[src/rtl/tsq_pkg.sv]
package tsq_pkg;
    localparam int unsigned SUB_W = 8;

    typedef enum logic [0:0] {
        PUSH_IDLE = 1'b0,
        PUSH_ID   = 1'b1
    } push_state_e;
endpackage

[src/rtl/tsq_push_fsm.sv]
module tsq_push_fsm
    import tsq_pkg::*;
#(
    parameter int unsigned DEPTH  = 8,
    parameter int unsigned PORT_W = 7,
    parameter int unsigned NSEC_W = 30,
    parameter int unsigned ID_W   = 9,
    localparam int unsigned CNT_W = $clog2(DEPTH + 1)
) (
    input  logic              clk,
    input  logic              rst_n,
    input  logic              push_valid,
    input  logic [PORT_W-1:0] push_port,
    input  logic [NSEC_W-1:0] push_nsec,
    input  logic [ID_W-1:0]   push_id,
    input  logic [CNT_W-1:0]  fill,
    input  logic              ovfl_clr,
    output logic              wr_en,
    output logic              wr_tx,
    output logic [PORT_W-1:0] wr_port,
    output logic [NSEC_W-1:0] wr_nsec,
    output logic [SUB_W-1:0]  wr_sub,
    output logic              push_ready,
    output logic              ovfl
);
    localparam int unsigned    ID_HI_W     = ID_W - SUB_W;
    localparam logic [CNT_W-1:0] PAIR_LIMIT = CNT_W'(DEPTH - 2);

    push_state_e       state_q, state_d;
    logic [PORT_W-1:0] port_q;
    logic [ID_W-1:0]   id_q;
    logic              take, drop;

    // state register
    always_ff @(posedge clk) begin
        if (!rst_n) state_q <= PUSH_IDLE;
        else        state_q <= state_d;
    end

    // request capture and sticky overflow
    always_ff @(posedge clk) begin
        if (!rst_n) begin
            port_q <= '0;
            id_q   <= '0;
            ovfl   <= 1'b0;
        end else begin
            if (take) begin
                port_q <= push_port;
                id_q   <= push_id;
            end
            if (drop)          ovfl <= 1'b1;
            else if (ovfl_clr) ovfl <= 1'b0;
        end
    end

    // outputs and next state
    always_comb begin
        state_d    = state_q;
        wr_en      = 1'b0;
        wr_tx      = 1'b0;
        wr_port    = '0;
        wr_nsec    = '0;
        wr_sub     = '0;
        push_ready = 1'b0;
        take       = 1'b0;
        drop       = 1'b0;
        unique case (state_q)
            PUSH_IDLE: begin
                push_ready = 1'b1;
                if (push_valid) begin
                    if (fill <= PAIR_LIMIT) begin
                        take    = 1'b1;
                        wr_en   = 1'b1;
                        wr_tx   = 1'b1;
                        wr_port = push_port;
                        wr_nsec = push_nsec;
                        state_d = PUSH_ID;
                    end else begin
                        drop = 1'b1;
                    end
                end
            end
            PUSH_ID: begin
                wr_en   = 1'b1;
                wr_tx   = 1'b0;
                wr_port = port_q;
                wr_nsec = {{(NSEC_W - ID_HI_W){1'b0}}, id_q[ID_W-1:SUB_W]};
                wr_sub  = id_q[SUB_W-1:0];
                state_d = PUSH_IDLE;
            end
            default: state_d = PUSH_IDLE;
        endcase
    end

    AST_PAIR_FOLLOWS: assert property (@(posedge clk) disable iff (!rst_n)
        (wr_en && wr_tx) |=> (wr_en && !wr_tx));
    AST_OVFL_STICKY: assert property (@(posedge clk) disable iff (!rst_n)
        (ovfl && !ovfl_clr) |=> ovfl);
    AST_DROP_SETS_OVFL: assert property (@(posedge clk) disable iff (!rst_n)
        (push_ready && push_valid && fill > PAIR_LIMIT) |=> ovfl);
    AST_BUSY_WHILE_ID: assert property (@(posedge clk) disable iff (!rst_n)
        (wr_en && !wr_tx) |-> !push_ready);
endmodule

[src/rtl/tsq_store.sv]
module tsq_store
    import tsq_pkg::*;
#(
    parameter int unsigned DEPTH  = 8,
    parameter int unsigned PORT_W = 7,
    parameter int unsigned NSEC_W = 30,
    localparam int unsigned CNT_W = $clog2(DEPTH + 1),
    localparam int unsigned PTR_W = $clog2(DEPTH)
) (
    input  logic              clk,
    input  logic              rst_n,
    input  logic              wr_en,
    input  logic              wr_tx,
    input  logic [PORT_W-1:0] wr_port,
    input  logic [NSEC_W-1:0] wr_nsec,
    input  logic [SUB_W-1:0]  wr_sub,
    input  logic              pop,
    output logic [CNT_W-1:0]  fill,
    output logic              head_valid,
    output logic              head_tx,
    output logic [PORT_W-1:0] head_port,
    output logic [NSEC_W-1:0] head_nsec,
    output logic [SUB_W-1:0]  head_sub
);
    localparam logic [PTR_W-1:0] LAST = PTR_W'(DEPTH - 1);

    logic              tx_mem   [DEPTH];
    logic [PORT_W-1:0] port_mem [DEPTH];
    logic [NSEC_W-1:0] nsec_mem [DEPTH];
    logic [SUB_W-1:0]  sub_mem  [DEPTH];

    logic [PTR_W-1:0] wr_ptr, rd_ptr;
    logic             do_pop;

    assign head_valid = (fill != '0);
    assign do_pop     = pop && head_valid;

    always_ff @(posedge clk) begin
        if (wr_en) begin
            tx_mem[wr_ptr]   <= wr_tx;
            port_mem[wr_ptr] <= wr_port;
            nsec_mem[wr_ptr] <= wr_nsec;
            sub_mem[wr_ptr]  <= wr_sub;
        end
    end

    always_ff @(posedge clk) begin
        if (!rst_n) begin
            wr_ptr <= '0;
            rd_ptr <= '0;
            fill   <= '0;
        end else begin
            if (wr_en)  wr_ptr <= (wr_ptr == LAST) ? '0 : wr_ptr + 1'b1;
            if (do_pop) rd_ptr <= (rd_ptr == LAST) ? '0 : rd_ptr + 1'b1;
            unique case ({wr_en, do_pop})
                2'b10:   fill <= fill + 1'b1;
                2'b01:   fill <= fill - 1'b1;
                default: fill <= fill;
            endcase
        end
    end

    assign head_tx   = tx_mem[rd_ptr];
    assign head_port = port_mem[rd_ptr];
    assign head_nsec = nsec_mem[rd_ptr];
    assign head_sub  = sub_mem[rd_ptr];

    AST_NO_OVERFLOW: assert property (@(posedge clk) disable iff (!rst_n)
        wr_en |-> (fill < CNT_W'(DEPTH) || do_pop));
    AST_EMPTY_POP: assert property (@(posedge clk) disable iff (!rst_n)
        (fill == '0 && !wr_en) |=> (fill == '0));
    AST_POP_ONE: assert property (@(posedge clk) disable iff (!rst_n)
        (pop && !wr_en && fill != '0) |=> (fill == $past(fill) - 1'b1));
endmodule

[src/rtl/tsq_twostep_fifo.sv]
module tsq_twostep_fifo
    import tsq_pkg::*;
#(
    parameter int unsigned DEPTH  = 8,
    parameter int unsigned PORTS  = 65,
    parameter int unsigned NSEC_W = 30,
    parameter int unsigned ID_W   = 9,
    localparam int unsigned PORT_W = $clog2(PORTS),
    localparam int unsigned CNT_W  = $clog2(DEPTH + 1)
) (
    input  logic              clk,
    input  logic              rst_n,
    input  logic              push_valid,
    input  logic [PORT_W-1:0] push_port,
    input  logic [NSEC_W-1:0] push_nsec,
    input  logic [ID_W-1:0]   push_id,
    output logic              push_ready,
    input  logic              pop_next,
    input  logic              ovfl_clr,
    output logic              st_valid,
    output logic              st_ovfl,
    output logic              st_tx,
    output logic [PORT_W-1:0] st_port,
    output logic [NSEC_W-1:0] stamp_nsec,
    output logic [7:0]        stamp_subns
);
    if ((DEPTH % 2) != 0 || DEPTH < 2) begin : g_bad_depth
        $error("tsq_twostep_fifo: DEPTH must be even and at least 2");
    end
    if (ID_W <= SUB_W || ID_W - SUB_W > NSEC_W) begin : g_bad_id
        $error("tsq_twostep_fifo: ID_W out of range");
    end

    logic              wr_en, wr_tx;
    logic [PORT_W-1:0] wr_port;
    logic [NSEC_W-1:0] wr_nsec;
    logic [SUB_W-1:0]  wr_sub;
    logic [CNT_W-1:0]  fill;

    tsq_push_fsm #(
        .DEPTH (DEPTH),
        .PORT_W(PORT_W),
        .NSEC_W(NSEC_W),
        .ID_W  (ID_W)
    ) i_push (
        .clk       (clk),
        .rst_n     (rst_n),
        .push_valid(push_valid),
        .push_port (push_port),
        .push_nsec (push_nsec),
        .push_id   (push_id),
        .fill      (fill),
        .ovfl_clr  (ovfl_clr),
        .wr_en     (wr_en),
        .wr_tx     (wr_tx),
        .wr_port   (wr_port),
        .wr_nsec   (wr_nsec),
        .wr_sub    (wr_sub),
        .push_ready(push_ready),
        .ovfl      (st_ovfl)
    );

    tsq_store #(
        .DEPTH (DEPTH),
        .PORT_W(PORT_W),
        .NSEC_W(NSEC_W)
    ) i_store (
        .clk       (clk),
        .rst_n     (rst_n),
        .wr_en     (wr_en),
        .wr_tx     (wr_tx),
        .wr_port   (wr_port),
        .wr_nsec   (wr_nsec),
        .wr_sub    (wr_sub),
        .pop       (pop_next),
        .fill      (fill),
        .head_valid(st_valid),
        .head_tx   (st_tx),
        .head_port (st_port),
        .head_nsec (stamp_nsec),
        .head_sub  (stamp_subns)
    );
endmodule

[config.mk]
export PLATFORM = sky130hd
export DESIGN_NAME = tsq_twostep_fifo
export DESIGN_NICKNAME = d
export VERILOG_FILES = /design/src/rtl/tsq_pkg.sv /design/src/rtl/tsq_push_fsm.sv /design/src/rtl/tsq_store.sv /design/src/rtl/tsq_twostep_fifo.sv
export SDC_FILE = /design/constraint.sdc
export NUM_CORES = 1
export LEC_CHECK = 0
export BUFFER_PORTS_ARGS = -buffer_cell sky130_fd_sc_hd__buf_2
export CAP_MARGIN = 20
export CORE_ASPECT_RATIO = 0.5
export CORE_MARGIN = 10
export CORE_UTILIZATION = 59
export DETAILED_ROUTE_END_ITERATION = 6
export PLACE_DENSITY = 0.79
export SYNTH_ARGS = -nofsm -noshare
export SYNTH_HDL_FRONTEND = slang
export SYNTH_SLANG_ARGS = --single-unit
[constraint.sdc]
create_clock -name clk -period 7.3 [get_ports clk]
set_input_delay 1.095 -clock clk [delete_from_list [all_inputs] [get_ports clk]]
set_output_delay 1.095 -clock clk [all_outputs]
set_load 0.03 [all_outputs]
Word level (Yosys, flattened, before mapping)
Memories as Yosys holds them, arrays and structs flattened. A register that Yosys moved wholly into a read port is not among the register bits.
Index checks and enable logic that the tools add are counted.
- flip-flop bits (word level): 28
- latch bits: 0
- bits in writable memories: 368
- bits in read-only memories: 0
- bits of input ports: 51
- output and inout bits: 49
- word-level logic and storage cells: 56
- memories: 4
- add/subtract/negate cells: 4
- $mul: 0
- div/mod/pow operators: 0
- order comparisons: 1
- eq/ne operators: 4
- shift-type cells: 0
- multiplexer cells: 31
- bitwise operators: 1
- reduce and logical (&&, ||, !) cells: 4
- memories (name ; words ; width ; read ports ; clocked after memory_dff ; wr ports ; RTL line ; text):
    i_store.nsec_mem ; 8 ; 30 ; 1 ; 1 ; 1 ; tsq_store.sv:29 ; logic [NSEC_W-1:0] nsec_mem [DEPTH];
    i_store.sub_mem ; 8 ; 8 ; 1 ; 1 ; 1 ; tsq_store.sv:30 ; logic [SUB_W-1:0] sub_mem [DEPTH];
    i_store.port_mem ; 8 ; 7 ; 1 ; 1 ; 1 ; tsq_store.sv:28 ; logic [PORT_W-1:0] port_mem [DEPTH];
    i_store.tx_mem ; 8 ; 1 ; 1 ; 1 ; 1 ; tsq_store.sv:27 ; logic tx_mem [DEPTH];
- operator list (operator ; count):
    30-bit two-way mux ; 2
    30-bit one-hot mux with 2 select lines ; 1
    3-bit two-way mux ; 10
    7-bit two-way mux ; 2
    7-bit one-hot mux with 2 select lines ; 1
    1-bit two-way mux ; 11
    8-bit two-way mux ; 1
    4-bit one-hot mux with 2 select lines ; 1
    3-bit by 1-bit adder with 3-bit output (second input constant) ; 2
    3-bit == test (second input constant) ; 2
    4-bit by 1-bit adder with 4-bit output (second input constant) ; 1
    4-bit by 3-bit less-or-equal comparator with 1-bit output (second input constant) ; 1
    1-bit one-hot mux with 2 select lines ; 2
    2-bit nonzero test ; 2
    4-bit nonzero test ; 1
    4-bit by 1-bit subtractor with 4-bit output (second input constant) ; 1
    2-bit by 1-bit == test with 1-bit output (second input constant) ; 1
    2-bit == test (second input constant) ; 1
    1-bit logical AND ; 1
    1-bit NOT ; 1

Longest topological paths before layout
Gate-level depths: netlist of run 1.
- depth in word-level cells: 6
- gate-level depth with buffers: 11

Hierarchy
Synthesis of run 1 repeated with hierarchy kept, for this count alone.
- cells, all modules: 751
- area, all modules: 15803.9 um2
- by module, submodules not included (module ; times used ; cells each ; area an instance (um2)):
    tsq_store ; 1 ; 605 ; 14727.9
    tsq_push_fsm ; 1 ; 146 ; 1076.0

Worst setup path after synthesis of run 1
Ideal clock, no wire load.
- kind: input -> register
- start: input port push_valid
- end: memory i_store.nsec_mem[0][0] (enable)
- arrival: 5.719 ns
- data required time: 6.736 ns
- path slack: 1.018 ns
- stages on the path: 3
- cell sequence: a21oi_1 > buf_2 > nor4_1
- longest elaborated chain between the ends: 4
- ends and longest elaborated chain (element ; RTL line ; text):
    start, declared ; tsq_twostep_fifo.sv:13 ; input logic push_valid,
    1-bit two-way mux ; tsq_push_fsm.sv:70 ; if (push_valid) begin
    1-bit one-hot mux with 2 select lines ; tsq_push_fsm.sv:67 ; unique case (state_q)
    1-bit two-way mux ; tsq_store.sv:39 ; if (wr_en) begin
    1-bit two-way mux (not written as such) ; tsq_store.sv:42 ; nsec_mem[wr_ptr] <= wr_nsec;
    end, declared ; tsq_store.sv:29 ;
Every way passes these cells.

==> run metrics, run 1 <==
crit-path max FO 36; via count 7543; Port Buffer Count 99; First-pass DRT Iterations 5; Slew headroom 35.8%; TritonCTS clock tree done; peak supply drop 0.202 mV; distinct cell type count after synthesis 37; post-synth top area share roughly 70%; RePlAce Congestion 0.717; die width 249 um; first-pass GRT wire length 48600 um; Synth area leaders edfxtp_1, mux4_2, dfxtp_1; starting density of the core 60.7%; final WL between 30000 and 40000 um; Crit. End Element primary output; CTS root buf clkbuf_16; Yosys top cell by area edfxtp_1; Core Footprint 25500 um2; setup violators final 0; clock buffer depth 3; number of synthesized flops with an enable pin 368; Fill cells 1484; Post-Layout Cell Count ~1200; sequential area share after synthesis between 70 and 80%; antenna cells 0; Die Area 33500 um2; Setup TNS 0 ps; clk sinks about 400; Register Area about 12000 um2; max-cap violation count 0; final core utilization 68.7%; Final ANT Viol Nets 0; Worst Max-Slew Pin Slew 964 ps; area of the multi-input gates ~3600 um2; fin crit share 57.6%; vias in the first global route 8064; PnR worst setup slack 3090 ps; htree depth 2; Die Height 135 um; layout cells sized above 1 between 30% and 40%; top-count cell post-synth edfxtp_1; Hold WC Path Type reg2reg; all-layer global routing usage between 10% and 20%; DRC 0; dpl ws 3570 ps; TritonCTS Buffers 34; area delta synth->final 13.1%; post-CTS sizing 0; post-synthesis net count 803; largest net degree at the start of global routing 67; Starting DRT DRC Count 690; grt ovf 0; Placement Rows 41; initial antenna violation count 0; CTS clock-pin slew for the worst setup and hold paths roughly 70 ps; Max Clk Rate 238 MHz; Synth Area per Inst 20.8 um2; Most used DFF post-synth edfxtp_1; wire per inst 25.9 um; Pwr Density 346 nW/um2; total setup buffers inserted after CTS 0; Synth top cells by count edfxtp_1, mux4_2, nand2_1, mux2_2, and2_1; Synth Register Bits approximately 400; leakage 5.86 nW; fin. max-slew vios 0; Placed Cells 1164; Arr. time, crit path 3110 ps; Ys Warns 0; DPL Wire Length 16700 um; I/O pins 100; Async SR Flop Fraction 0%; Final Hold Fails 0; worst clock skew ~13 ps; count of nets after finishing about 900; status complete, no violations; Avg Vias per Cell 6.14; Worst Path Required 6200 ps; Worst-Skew Late Latency 520 ps; Synth Cell Area between 15000 and 20000 um2; crit path kind reg2out; post-route minimum period 4210 ps; CP Launch Type flop; Pwr Total 6.07 mW; Cells after Synth 745; RSZ-0062 raised after global routing no; Hold-fix buffers, CTS 0
routing by layer:
metal | wire length, um | track usage [%] | part of all wire (%) | vias up
li1 | - | - | - | 3228
met1 | 12700 | 24.9 | 40 | 3932
met2 | 16000 | 31.5 | 50 | 326
met3 | 2310 | 3.61 | 7.3 | 57
met4 | 805 | 6.26 | 2.5 | 0
met5 | 0 | 0 | 0 | -
critical path, stage by stage (launching register included):
cell and delay, ps:
dfxtp_4 750, buf_4 700, mux4_2 600, mux2_2 320, buf_2 190
state kept, by name, indices dropped and copies added, names as in the netlist, named ones only:
register and cells:
i_store.tx_mem 8, i_store.wr_ptr 3, i_push.id_q 9, i_push.ovfl 1, i_push.port_q 7, i_store.fill 4
i_store.sub_mem 64, i_store.rd_ptr 3, i_store.nsec_mem 240, i_store.port_mem 56, i_push.state_q 1
worst paths after layout:
path / from / to / slack, ps / cells after the start
max: flop / stamp_subns[1] / 3090 / 4
min: i_push.id_q[6] / i_push.id_q[6] / 460 / 2
max reg2reg: i_push.state_q / i_store.nsec_mem[6][19] / 4320 / 5
min reg2reg: i_push.id_q[6] / i_push.id_q[6] / 460 / 2
placed cells by master, fill, tap and decap left out, types with 2 or more instances in the layout:
cell / Yosys / final
inv_1: 3 / 2
nand2b_1: 4 / 4
bufinv_16: 0 / 2
mux2_2: 46 / 46
dfxtp_1: 31 / 28
mux4_2: 92 / 92
nand3_1: 5 / 5
clkbuf_1: 11 / 5
xor2_1: 2 / 2
clkinv_2: 0 / 6
nor3_2: 0 / 4
o21ai_0: 5 / 5
edfxtp_1: 368 / 368
nor2b_1: 2 / 2
buf_4: 2 / 15
buf_2: 6 / 99
nand3b_1: 2 / 2
clkinv_1: 0 / 6
clkbuf_16: 0 / 38
clkbuf_8: 0 / 2
or3_1: 2 / 2
and2_1: 39 / 39
a21boi_0: 20 / 20
dfxtp_4: 0 / 2
nand2_1: 55 / 55
a21oi_1: 2 / 2
nor2_4: 0 / 3
ha_1: 7 / 7
mux2i_1: 2 / 2
power by group:
group / internal (mW) / switching, mW
sequential: 2.74 / 0.122
combinational: 0.572 / 0.799
clock: 1.04 / 0.793
logic make-up (layout without fill, tap and decap cells):
| kind of cell | count (synthesis) | in the layout | synth area share, % |
|---|---|---|---|
| compound gates | 32 | 32 | 1.53 |
| xor+xnor | 3 | 3 | 0.170 |
| fa+ha+maj | 7 | 7 | 0.565 |
| buf+inv | 41 | 180 | 1.49 |
| flops | 399 | 399 | 75.4 |
| mux | 140 | 140 | 16.9 |
| simple gates | 123 | 123 | 4.03 |
metrics by stage:
stage	hold WS, ps	instance area, um2
finish	462	17500
global route	479	17500
CTS	467	17500
detailed placement	457	16400
global placement	450	16400
floorplan	439	15500
cell type report:
type                            count  share of cell area (%)
Clock inverter                     17                   0.800
Sequential cell                   399                    66.7
Multi-Input combinational cell    305                    20.7
Clock buffer                       45                    5.69
Timing Repair Buffer              115                    3.58
Inverter                            3                  0.0643
Tap cell                          344                    2.46
Note: power is estimated with default switching activity, not from simulation.
==> inputs of run 2 (changes only) <==
--- a/config.mk
+++ b/config.mk
@@ -9,9 +9,9 @@
 export CAP_MARGIN = 20
 export CORE_ASPECT_RATIO = 0.5
 export CORE_MARGIN = 10
-export CORE_UTILIZATION = 59
+export CORE_UTILIZATION = 54
 export DETAILED_ROUTE_END_ITERATION = 6
-export PLACE_DENSITY = 0.79
+export PLACE_DENSITY = 0.76
 export SYNTH_ARGS = -nofsm -noshare
 export SYNTH_HDL_FRONTEND = slang
 export SYNTH_SLANG_ARGS = --single-unit
==> constraint.sdc (replaced) <==
create_clock -name clk -period 3.56 [get_ports clk]
set_input_delay 0.534 -clock clk [delete_from_list [all_inputs] [get_ports clk]]
set_output_delay 0.534 -clock clk [all_outputs]
set_load 0.03 [all_outputs]
==> run 2 against run 1 <==
- routed wire length down 0.59%
- via count down 2.2%
- non-clock buffer count up 4
- worst hold slack worse by 200 ps
- utilization down 5.1 points
- critical path type unchanged
- total power up 110%
- global-route usage down 1.3 points
- clock-buffer cell count up 1
- cell area up 1.6%
- flip-flop and latch count unchanged
- combinational power up 110%
- clock skew up 4.4 ps
==> run metrics, run 2 (synthesized netlist as in run 1, its figures left out) <==
status complete, no violations; PnR worst setup slack 444 ps (-2650 ps); htree depth 2 (unchanged); TritonCTS Buffers 35 (+2.9%); Hold WC Path Type in2reg; worst clock skew 16.9 ps (+4.36 ps); initial antenna violation count 0 (unchanged); hold_sp push_id[6]; Die Area 36300 um2 (+8.2%); ordered list of cells on the worst path buf_4 > mux4_2 > mux2_2 > buf_2; Fill cells 1828 (+23%); fin. max-slew vios 0 (unchanged); crit-path max FO 23 (-36%); cell count of the worst reg-to-reg path 10 (+5); Pwr Total 12.7 mW (+110%); first-pass GRT wire length 48700 um (about the same); max-cap violation count 0 (unchanged); die width 260 um (+4.2%); starting density of the core 55.4% (-5.4 points); RSZ-0062 raised after global routing no; Worst Path Required 3030 ps (-3170 ps); dpl ws 981 ps (-2590 ps); worst hold endpoint i_push.id_q[6]; hold depth 3 (+1); Starting DRT DRC Count 847 (+23%); max FFs per register 240 (unchanged); R2R Setup Slk 1010 ps (-3310 ps); CP Launch Type flop; origin of the critical flop-to-flop path i_store.fill[0]; via count 7375 (-2.2%); area delta synth->final 15.0%; DRC 0 (unchanged); DPL Wire Length 17000 um (+1.8%); Most flops, register i_store.nsec_mem; peak supply drop 0.425 mV (+110%); Hold-fix buffers, CTS 0 (unchanged); wire per inst 24.9 um (-4.0%); I/O pins 100 (unchanged); Worst-Skew Late Latency 530 ps (about the same); largest net degree at the start of global routing 47 (-30%); Final Hold Fails 0 (unchanged); post-route minimum period around 3100 ps; Placement Rows 43 (+4.9%); leakage 5.93 nW (+1.2%); CTS root buf clkbuf_16; Post-Layout Cell Count 1272 (+3.6%); Max Clk Rate 321 MHz; Die Height 140 um (+3.9%); largest registers i_store.nsec_mem x240, i_store.sub_mem x64, i_store.port_mem x56; Final ANT Viol Nets 0 (unchanged); vias in the first global route 8032 (-0.40%); clock buffer depth 3 (unchanged); Slew headroom 43.8% (+8.0 points); most common cell after layout, fill and taps aside edfxtp_1; Pwr Density 713 nW/um2 (+110%); slowest cell on the critical path dfxtp_4; grt ovf 0 (unchanged); commonest cells after routing, fill and taps aside edfxtp_1, buf_2, mux4_2, nand2_1, mux2_2; count of nets after finishing 921 (+0.55%); setup violators final 0 (unchanged); post-CTS sizing 0 (unchanged); Core Footprint 28000 um2 (+9.7%); final core utilization 63.6% (-5.1 points); CP peak stage delay 670 ps (-80 ps); RePlAce Congestion 0.711 (-0.89%); total setup buffers inserted after CTS 0 (unchanged); all-layer global routing usage 17.6% (-1.3 points); Placed Cells 1208 (+3.8%); Avg Vias per Cell 5.80 (-5.6%); crit path kind reg2out; First-pass DRT Iterations 5 (unchanged); Arr. time, crit path 2580 ps (-530 ps); final WL 31700 um (-0.59%); CTS clock-pin slew for the worst setup and hold paths 70 ps (about the same); fin crit share 87.5%; clk sinks 399 (unchanged); layout cells sized above 1 36.3% (+0.25 points); TritonCTS clock tree done; Crit. End Element primary output; FF-to-FF End i_store.fill[2]; Worst Max-Slew Pin Slew 843 ps (-121 ps); Port Buffer Count 99 (unchanged)
-- run 2: cell types whose count changed in the layout (fill, tap and decap cells not counted), moves of 2 or more --
| cell | before | now |
|---|---|---|
| buf_4 | 15 | 9 |
| bufinv_16 | 2 | 5 |
| clkbuf_1 | 5 | 7 |
| clkbuf_16 | 38 | 36 |
| clkinv_2 | 6 | 2 |
| buf_12 | 1 | 11 |
-- run 2: area by class of cell --
cell class,instances,area (um2),share of cell area [%]
diodes,1,2.50,0.0141
clock buffers,46,968,5.44
clock inverters,17,231,1.30
inverters,3,11.3,0.0633
multi-input cells,305,3650,20.5
flip-flops and latches,399,11700,65.6
well taps,382,478,2.68
repair buffers,119,783,4.40
-- run 2: worst max path at each step --
stage	startpoint	to	slack [ps]	cells after the start
CTS	flop	stamp_nsec[5]	370	4
global route	flop	stamp_nsec[5]	300	4
global placement	flop	stamp_nsec[2]	980	4
detailed placement	flop	stamp_nsec[23]	980	4
finish	flop	stamp_nsec[5]	440	4
floorplan	i_store.fill[1]	i_store.nsec_mem[1][0]	-1040	5
-- run 2: critical path: cells and delay by family (launching register included) --
family | cells | cell delay [ps]
mux | 2 | 840
flops | 1 | 670
buf+inv | 2 | 540
-- run 2: power breakdown --
part / total, mW / internal, mW / switching, mW
sequential: 5.84 / 5.61 / 0.228
clock: 3.94 / 2.30 / 1.64
combinational: 2.92 / 1.24 / 1.68
total: 12.7 / 9.15 / 3.55
-- run 2: per-layer routing --
metal / share of wire, % / track usage [%] / vias to the layer above
li1: - / - / 3246
met5: 0 / 0 / -
met2: 51 / 29.7 / 227
met4: 1.9 / 4.87 / 0
met1: 42 / 23.1 / 3854
met3: 5.3 / 3.07 / 48
-- run 2: metrics by stage --
step	TNS, ps	instance area (um2)	hold WS (ps)
final	0	17800	267
after global placement	0	16600	449
after floorplan	-159020	15500	439
after detailed placement	0	16600	458
after CTS	0	17800	252
after global routing	0	17800	266
==> inputs of run 3 (changes only) <==
--- a/config.mk
+++ b/config.mk
@@ -12,6 +12,7 @@
 export CORE_UTILIZATION = 54
 export DETAILED_ROUTE_END_ITERATION = 6
 export PLACE_DENSITY = 0.76
+export RECOVER_POWER = 25
 export SYNTH_ARGS = -nofsm -noshare
 export SYNTH_HDL_FRONTEND = slang
 export SYNTH_SLANG_ARGS = --single-unit
==> run 3 against run 2 <==
- the flow now finishes with violations (max-capacitance violations, max-slew violations)
- clock skew down 2.9 ps
- die area unchanged
- via count up 0.85%
- total power down 0.28%
- fmax down 1.4%
- final cell count unchanged
- utilization down 0.31 points
- worst hold slack worse by 1.1 ps
- clock power about the same
- first-iteration DRC count down 8.3%
- critical endpoint is now i_store.nsec_mem[1][15]
==> run metrics, run 3 (synthesized netlist as in run 1, its figures left out) <==
CP Launch Type flop; DRC 0 (unchanged); Placement Rows 43 (unchanged); sequential share of power 46.1% (about the same); worst clock skew 14.0 ps (-2.88 ps); clock share of power 31.1% (about the same); htree depth 2 (unchanged); setup violators final 0 (unchanged); max FFs per register 240 (unchanged); post-CTS sizing 0 (unchanged); Avg Vias per Cell 5.85 (+0.85%); Pwr Total 12.7 mW (-0.28%); total setup buffers inserted after CTS 0 (unchanged); Gate power share 22.7% (-0.3 points); layout cells sized above 1 35.1% (-1.2 points); Hold WC Path Type in2reg; Sw Pwr 3.54 mW (-0.29%); Final Hold Fails 0 (unchanged); most common cell after layout, fill and taps aside edfxtp_1; Die Height 140 um (unchanged); switching portion of total power 27.9% (about the same); wire per inst 24.9 um (about the same); Fill cells 1841 (+0.71%); commonest cells after routing, fill and taps aside edfxtp_1, buf_2, mux4_2, nand2_1, mux2_2; final WL 31700 um (about the same); Final ANT Viol Nets 0 (unchanged); via count 7438 (+0.85%); TritonCTS Buffers 35 (unchanged); DPL Wire Length 17000 um (unchanged); status finished, violations left; crit-path max FO 46 (+100%); peak supply drop 0.413 mV (-2.9%); die width 260 um (unchanged); Register Area 11700 um2 (unchanged); slowest cell on the critical path clkbuf_2; Arr. time, crit path 3280 ps (+700 ps); post-route minimum period 3160 ps (+42.6 ps); CP peak stage delay 1210 ps (+540 ps); Pwr Density 715 nW/um2 (+0.21%); Crit. End Element flop; TritonCTS clock tree done; Die Area 36300 um2 (unchanged); first-pass GRT wire length 48700 um (unchanged); Port Buffer Count 99 (unchanged); all-layer global routing usage 17.6% (unchanged); clock buffer depth 3 (unchanged); starting density of the core 55.4% (unchanged); max-cap violation count 2 (+2); CP top delay family buffers and inverters; failing checks max-capacitance violations, max-slew violations; First-pass DRT Iterations 5 (unchanged); RePlAce Congestion 0.711 (unchanged); leakage 5.89 nW (-0.69%); CTS root buf clkbuf_16; CTS clock-pin slew for the worst setup and hold paths 60 ps (about the same); clk sinks 399 (unchanged); RSZ-0062 raised after global routing no; fin. max-slew vios 94 (+94); Worst Max-Slew Pin Slew 1590 ps (+749 ps); post-route cell area 17700 um2 (-0.48%); Most flops, register i_store.nsec_mem; CP bufs+invs 2 (unchanged); Slew headroom -6.14% (-50 points); fin crit share 88.7% (+1.2 points); I/O pins 100 (unchanged); largest net degree at the start of global routing 47 (unchanged); Placed Area 16600 um2 (unchanged); Starting DRT DRC Count 777 (-8.3%); Hold-fix buffers, CTS 0 (unchanged); Core Footprint 28000 um2 (unchanged); crit path kind reg2reg; area of the multi-input gates 3610 um2 (-1.1%); vias in the first global route 8032 (unchanged); largest registers i_store.nsec_mem x240, i_store.sub_mem x64, i_store.port_mem x56; count of nets after finishing 921 (unchanged); Worst Path Required 3680 ps (+650 ps); Worst-Skew Late Latency 530 ps (about the same); Max Clk Rate 317 MHz (-1.4%); Int Pwr 9.13 mW (-0.27%); initial antenna violation count 0 (unchanged); ordered list of cells on the worst path a31oi_1 > a21oi_1 > clkbuf_1 > nor3_1 > clkbuf_2; grt ovf 0 (unchanged); area delta synth->final 14.4%
run 3: cell count changes in the layout (fill, tap and decap cells not counted), moves of 2 or more:
cell and delta:
and2_0 +8, buf_12 -2, nor3_2 -3, and2_1 -8, clkbuf_2 +4, nor3_1 +3
clkbuf_1 +4, buf_2 -2, buf_4 -4
run 3: cell type report:
cell class	count	area share [%]
antenna	1	0.0141
clock buffer	46	5.47
clock inverter	17	1.31
inverter	3	0.0636
multi-input combinational	305	20.4
sequential	399	65.9
tap	382	2.70
timing repair buffer	119	4.17
run 3: power groups by stage:
stage / registers [mW] / logic (mW) / clock network, mW
CTS: 5.85 / 2.97 / 4.01
global route: 5.89 / 3.07 / 4.19
floorplan: 5.81 / 2.25 / 0
detailed placement: 5.94 / 2.93 / 0
finish: 5.84 / 2.88 / 3.94
global placement: 5.91 / 2.89 / 0
run 3: tightest hold or removal path, stage by stage:
cell      delay, ps
buf_2           100
nand2_1          40
a21boi_0         60
run 3: path summary, 6_finish.rpt:
check                  start                 endpoint  slack (ps)  cells after the start
max          i_store.fill[1]  i_store.nsec_mem[1][15]         400                      5
min               push_id[3]           i_push.id_q[3]         270                      3
max reg2reg  i_store.fill[1]  i_store.nsec_mem[1][15]         400                      5
min reg2reg   i_push.id_q[3]           i_push.id_q[3]         460                      2
run 3: layer usage:
metal / vias up / share of wire [%] / global-route usage (%)
met5: - / 0 / 0
met4: 0 / 1.9 / 4.87
met3: 48 / 5.6 / 3.07
met2: 228 / 51 / 29.7
met1: 3914 / 42 / 23.1
li1: 3248 / - / -
run 3: through the flow:
stage	cells	TNS, ps	utilization [%]	setup WS, ps	hold slack (ps)
floorplan	745	-159020	-	-1040	439
global placement	1208	0	59.3	978	449
detailed placement	1208	0	59.3	981	458
CTS	1271	0	63.6	375	252
global route	1271	0	63.3	186	266
finish	1272	0	63.3	402	266
